--- src/rtl/lvp_pkg.sv ---
package lvp_pkg;

    localparam int unsigned MAX_IDX_W = 16;

    // XOR fold of two adjacent address chunks of width idx_w
    function automatic logic [MAX_IDX_W-1:0] fold_xor(input logic [63:0] a,
                                                       input int unsigned idx_w);
        logic [MAX_IDX_W-1:0] r;
        r = '0;
        for (int unsigned i = 0; i < MAX_IDX_W; i++) begin
            if (i < idx_w) r[i] = a[i] ^ a[i + idx_w];
        end
        return r;
    endfunction

endpackage

--- src/rtl/lvp_hash.sv ---
module lvp_hash #(
    parameter int unsigned ADDR_W = 32,
    parameter int unsigned IDX_W  = 4,
    localparam int unsigned TAG_W = ADDR_W - IDX_W
) (
    input  logic [ADDR_W-1:0] addr,
    output logic [IDX_W-1:0]  idx,
    output logic [TAG_W-1:0]  tag
);
    logic [lvp_pkg::MAX_IDX_W-1:0] folded;

    always_comb begin
        folded = lvp_pkg::fold_xor(64'(addr), IDX_W);
        idx    = folded[IDX_W-1:0];
        tag    = addr[ADDR_W-1:IDX_W];
    end
endmodule

--- src/rtl/lvp_match.sv ---
module lvp_match #(
    parameter int unsigned TAG_W = 28
) (
    input  logic             slot_vld,
    input  logic [TAG_W-1:0] slot_tag,
    input  logic [TAG_W-1:0] req_tag,
    output logic             hit
);
    always_comb hit = slot_vld && (slot_tag == req_tag);
endmodule

--- src/rtl/lvp_store.sv ---
module lvp_store #(
    parameter int unsigned DEPTH  = 16,
    parameter int unsigned TAG_W  = 28,
    parameter int unsigned DATA_W = 32,
    localparam int unsigned IDX_W = $clog2(DEPTH)
) (
    input  logic              clk,
    input  logic              rst_n,
    input  logic              wr_en,
    input  logic [IDX_W-1:0]  wr_idx,
    input  logic [TAG_W-1:0]  wr_tag,
    input  logic [DATA_W-1:0] wr_data,
    input  logic [IDX_W-1:0]  rd_idx,
    output logic              rd_vld,
    output logic [TAG_W-1:0]  rd_tag,
    output logic [DATA_W-1:0] rd_val
);
    typedef struct packed {
        logic              vld;
        logic [TAG_W-1:0]  tag;
        logic [DATA_W-1:0] val;
    } slot_t;

    typedef struct packed {
        slot_t [DEPTH-1:0] slot;
    } state_t;

    state_t st_d, st_q;
    slot_t  wr_old;
    logic   wr_same_owner;

    always_comb begin
        st_d          = st_q;
        wr_old        = st_q.slot[wr_idx];
        wr_same_owner = wr_old.vld && (wr_old.tag == wr_tag);
        if (wr_en) begin
            if (wr_same_owner) begin
                st_d.slot[wr_idx].val = wr_data;          // refresh value only
            end else begin
                st_d.slot[wr_idx].vld = 1'b1;             // new owner
                st_d.slot[wr_idx].tag = wr_tag;
                st_d.slot[wr_idx].val = wr_data;
            end
        end
    end

    always_ff @(posedge clk or negedge rst_n) begin
        if (!rst_n) st_q <= '0;
        else        st_q <= st_d;
    end

    always_comb begin
        rd_vld = st_q.slot[rd_idx].vld;
        rd_tag = st_q.slot[rd_idx].tag;
        rd_val = st_q.slot[rd_idx].val;
    end
endmodule

--- src/rtl/lvp_table.sv ---
module lvp_table #(
    parameter int unsigned ADDR_W = 32,
    parameter int unsigned DATA_W = 32,
    parameter int unsigned DEPTH  = 16
) (
    input  logic              clk,
    input  logic              rst_n,
    input  logic [ADDR_W-1:0] lk_addr,
    output logic [DATA_W-1:0] pred_data,
    output logic              pred_hit,
    input  logic              upd_en,
    input  logic [ADDR_W-1:0] upd_addr,
    input  logic [DATA_W-1:0] upd_data
);
    localparam int unsigned IDX_W = $clog2(DEPTH);
    localparam int unsigned TAG_W = ADDR_W - IDX_W;
    localparam int unsigned NPORT = 2;   // 0: lookup, 1: update

    logic [ADDR_W-1:0] port_addr [NPORT];
    logic [IDX_W-1:0]  port_idx  [NPORT];
    logic [TAG_W-1:0]  port_tag  [NPORT];
    logic              rd_vld;
    logic [TAG_W-1:0]  rd_tag;

    always_comb begin
        port_addr[0] = lk_addr;
        port_addr[1] = upd_addr;
    end

    for (genvar p = 0; p < NPORT; p++) begin : g_hash
        lvp_hash #(.ADDR_W(ADDR_W), .IDX_W(IDX_W)) u_hash (
            .addr (port_addr[p]),
            .idx  (port_idx[p]),
            .tag  (port_tag[p])
        );
    end

    lvp_store #(.DEPTH(DEPTH), .TAG_W(TAG_W), .DATA_W(DATA_W)) u_store (
        .clk     (clk),
        .rst_n   (rst_n),
        .wr_en   (upd_en),
        .wr_idx  (port_idx[1]),
        .wr_tag  (port_tag[1]),
        .wr_data (upd_data),
        .rd_idx  (port_idx[0]),
        .rd_vld  (rd_vld),
        .rd_tag  (rd_tag),
        .rd_val  (pred_data)
    );

    lvp_match #(.TAG_W(TAG_W)) u_match (
        .slot_vld (rd_vld),
        .slot_tag (rd_tag),
        .req_tag  (port_tag[0]),
        .hit      (pred_hit)
    );
endmodule

--- config.mk ---
export PLATFORM = sky130hd
export DESIGN_NAME = lvp_table
export DESIGN_NICKNAME = d
export VERILOG_FILES = /design/src/rtl/lvp_pkg.sv /design/src/rtl/lvp_hash.sv /design/src/rtl/lvp_match.sv /design/src/rtl/lvp_store.sv /design/src/rtl/lvp_table.sv
export SDC_FILE = /design/constraint.sdc
export NUM_CORES = 2
export LEC_CHECK = 0
export ABC_AREA = 1
export BUFFER_PORTS_ARGS = -buffer_cell sky130_fd_sc_hd__buf_2
export CORE_ASPECT_RATIO = 0.75
export CORE_MARGIN = 3
export CORE_UTILIZATION = 51
export CTS_CLUSTER_SIZE = 28
export DETAILED_ROUTE_END_ITERATION = 12
export PLACE_DENSITY = 0.65
export SETUP_SLACK_MARGIN = 0.5
export SLEW_MARGIN = 5
export SYNTH_ARGS = -nofsm -noshare
export SYNTH_HDL_FRONTEND = slang
export SYNTH_SLANG_ARGS = --single-unit
--- constraint.sdc ---
create_clock -name clk -period 6.01 [get_ports clk]
set_clock_uncertainty 0.2 [all_clocks]
set_input_delay 0.601 -clock clk [delete_from_list [all_inputs] [get_ports clk]]
set_output_delay 0.601 -clock clk [all_outputs]
set_load 0.02 [all_outputs]
==> flow_metrics.py <==
metrics = {
    "drt": {
        "drt_pass1_iterations": 8,
        "ant_nets": 0,
        "wl_mm": 180,
        "avgViaCountPerCell": 5.82,
        "drtIter0Drc": 5838,
        "wire_per_inst_um": 21.6,
        "vias": 48300,
        "drc": 0,
    },
    "critical_path": {
        "critPathTopFamily": "simple AND/OR/NAND/NOR gates",
        "rr_worst_depth": 18,
        "r2r_end": "u_store.st_q[52]",
        "crit_type": "in -> out",
        "worstPathMaxFanout": 56,
        "crit_path_end_kind": "output pin",
        "critPathSlowestCell": "nand2_4",
        "critical_path_required_ps": 5210,
        "start_kind": "input pin",
        "path_buf_inv": 5,
        "cp.arrival_ps": 3910,
        "path_cells": "buf_2 > inv_1 > nand2_1 > nand2_4 > buf_12 > buf_4 > nand2_1 > o211ai_1 > o21ai_0 > o211ai_1 > nand2_1 > nand2_1 > o21ai_0 > nor2_1 > nand2_1 > nor2_1 > nand2_1 > nor2_1 > buf_2",
        "cpMostUsedCell": "nand2_1",
        "r2r_slack_ps": 2540,
        "r2r_start": "u_store.st_q[546]",
        "max_stage_delay_ps": 630,
    },
    "power_and_ir_drop": {
        "power_frac_comb": 0.273,
        "swShare": 0.341,
        "p_seq_frac": 0.442,
        "internal_power_mw": 15.0,
        "leakagePower_nw": 28.9,
        "p_per_area_nw_per_um2": 388,
        "p_switching_mw": 7.76,
        "ir_worst_vdd_mv": 0.235,
        "p_clk_frac": 0.285,
        "power_mw": 22.8,
    },
    "cts": {
        "tritoncts": "yes",
        "clk_latency_ps": 730,
        "cts_buffer_depth": 3,
        "clock_sinks": 976,
        "cts_buffers": 100,
        "clockRootBuffer": "clkbuf_16",
        "cts_setup_buffers": 0,
        "cts.repair.resized": 0,
        "htree_num_levels": 3,
        "cts.clk_slew.worst_paths_ps": 60,
    },
    "yosys": {
        "synth.area.top_cells": "dfrtp_1, nand2_1, mux2_2, nand3_1, o21ai_0",
        "syn-num-nets": 7130,
        "synth_edf_count": 0,
        "ys_seq_area_frac": 0.457,
        "ys_top_cells_by_count": "nand2_1, dfrtp_1, nand3_1, inv_1, o21ai_0",
        "syn-cell-area_um2": 53400,
        "synth_cell_type_count": 29,
        "synth.most_common_cell": "nand2_1",
        "synthArstFlopShare": 1.00,
        "yosys.area.top_type": "dfrtp_1",
        "syn_inst": 7031,
        "yosysWarningCount": 0,
        "synth_top_area_frac": 0.457,
        "syn_avg_cell_area_um2": 7.59,
        "synth_ff_type": "dfrtp_1",
        "ys_ff_latch": 976,
    },
    "global_routing": {
        "grt_max_degree": 159,
        "antenna_found_initial": 15,
        "grt_pass1_wl_mm": 278,
        "track_usage": 0.328,
        "grt_pass1_vias": 45300,
        "grt-ovfl-total": 0,
    },
    "floorplan": {
        "die_w_um": 380,
        "die_h_um": 286,
        "initial_core_util": 0.516,
        "coreArea_um2": 104000,
        "dieArea_um2": 109000,
        "ios": 132,
        "rows": 102,
    },
    "sta": {
        "rsz0062_at_grt": "false",
        "fmax_ghz": 0.212,
        "finalSetupTns_ps": 0,
        "maxSlewViolCount": 0,
        "period_share": 0.784,
        "finalHoldViolations": 0,
        "setup_violations": 0,
        "slew-limit-headroom": 0.330,
        "worstMarginPinSlew_ps": 1000,
        "min_period_ps": 4710,
    },
    "cells_and_area": {
        "area_growth_pct": 9.91,
        "fin_nets": 6923,
        "drive_gt1_frac": 0.121,
    },
    "placement": {
        "gp_congestion": 0.891,
        "portBuffers": 131,
        "dpl.hpwl_mm": 102,
    },
    "min_path": {
        "hold_depth": 3,
        "holdCritStartpoint": "upd_data[15]",
        "min_path_type": "in -> reg",
    },
    "run_status": {
        "status": "finished, final reports clean",
    },
    "run": {
        "max_cap_violations": 0,
    },
}
[timing repair]
| item | CTS | global route |
|---|---|---|
| setup endpoints to repair | 0 | 0 |
| hold buffers | 1 | 0 |
| hold endpoints to repair | 100 | 0 |
[through the flow]
step	hold WS, ps	setup slack [ps]	utilization	area, um2	std cells
2_1_floorplan	105	2490	-	53400	7031
6_report	60.6	1300	0.567	58700	8311
3_3_place_gp	247	1180	0.534	55300	8125
4_1_cts	21.1	1420	0.567	58700	8304
5_1_grt	55.3	1130	0.567	58700	8309
3_5_place_dp	250	1150	0.534	55300	8125
[cells in the final DEF (no fill, tap or decap), drive strengths merged, types with 40 or more instances in the layout]
cell type	Yosys	routed
o221ai	65	65
nand3	626	626
buf	212	281
nand2	2601	2601
a211oi	40	40
o311ai	40	40
a21oi	50	50
mux2	344	344
o21ai	573	573
nor2	255	255
inv	596	598
clkbuf	379	142
dfrtp	976	976
o211ai	199	199
[worst min-delay path, delay by kind of cell]
kind            cells  cell delay (ps)
simple gates        1               90
buf+inv             1              190
compound gates      1               70
[metal layers]
layer / track usage / wire length, um / vias up
li1: - / - / 22200
met1: 0.473 / 77800 / 23300
met2: 0.489 / 77500 / 2335
met3: 0.0664 / 17700 / 422
met4: 0.122 / 6710 / 2
met5: 0 / 13 / -
[cell families (layout without fill, tap and decap cells)]
family / count (synthesis) / after routing / share of synthesized area
XOR/XNOR: 9 / 9 / 0.00162
AO/OA/AOI/OAI: 1012 / 1012 / 0.115
multiplexers: 344 / 344 / 0.0726
flip-flops: 976 / 976 / 0.457
AND/OR/NAND/NOR: 3503 / 3503 / 0.263
buffers and inverters: 1187 / 1056 / 0.0910
other: 0 / 7 / 0
[power by group through the flow]
stage	combinational, mW	clock (mW)	sequential [mW]
2_1_floorplan	4.58	0	9.80
3_3_place_gp	5.95	0	10.1
3_5_place_dp	6.14	0	10.1
4_1_cts	6.16	6.58	10.0
5_1_grt	7.06	6.86	10.3
6_report	6.20	6.48	10.1
[worst max-delay path by stage]
stage / from / to / slack, ps / cells past startpoint
final: lk_addr[4] / pred_hit / 1300 / 19
after global routing: lk_addr[4] / pred_hit / 1130 / 19
after CTS: lk_addr[4] / pred_hit / 1420 / 19
after detailed placement: upd_addr[4] / u_store.st_q[279] / 1150 / 21
after global placement: upd_addr[4] / u_store.st_q[295] / 1180 / 21
after floorplan: lk_addr[5] / pred_data[10] / 2490 / 10
[layout make-up]
type	count	area, um2
clock inverter	36	522
clock buffer	142	2860
inverter	596	2250
sequential	976	24400
multi-input combinational	4868	24400
tap	1404	1760
timing repair buffer	282	2460
antenna	7	17.5
fill	9542	44800
Note: power is estimated with default switching activity, not from simulation.
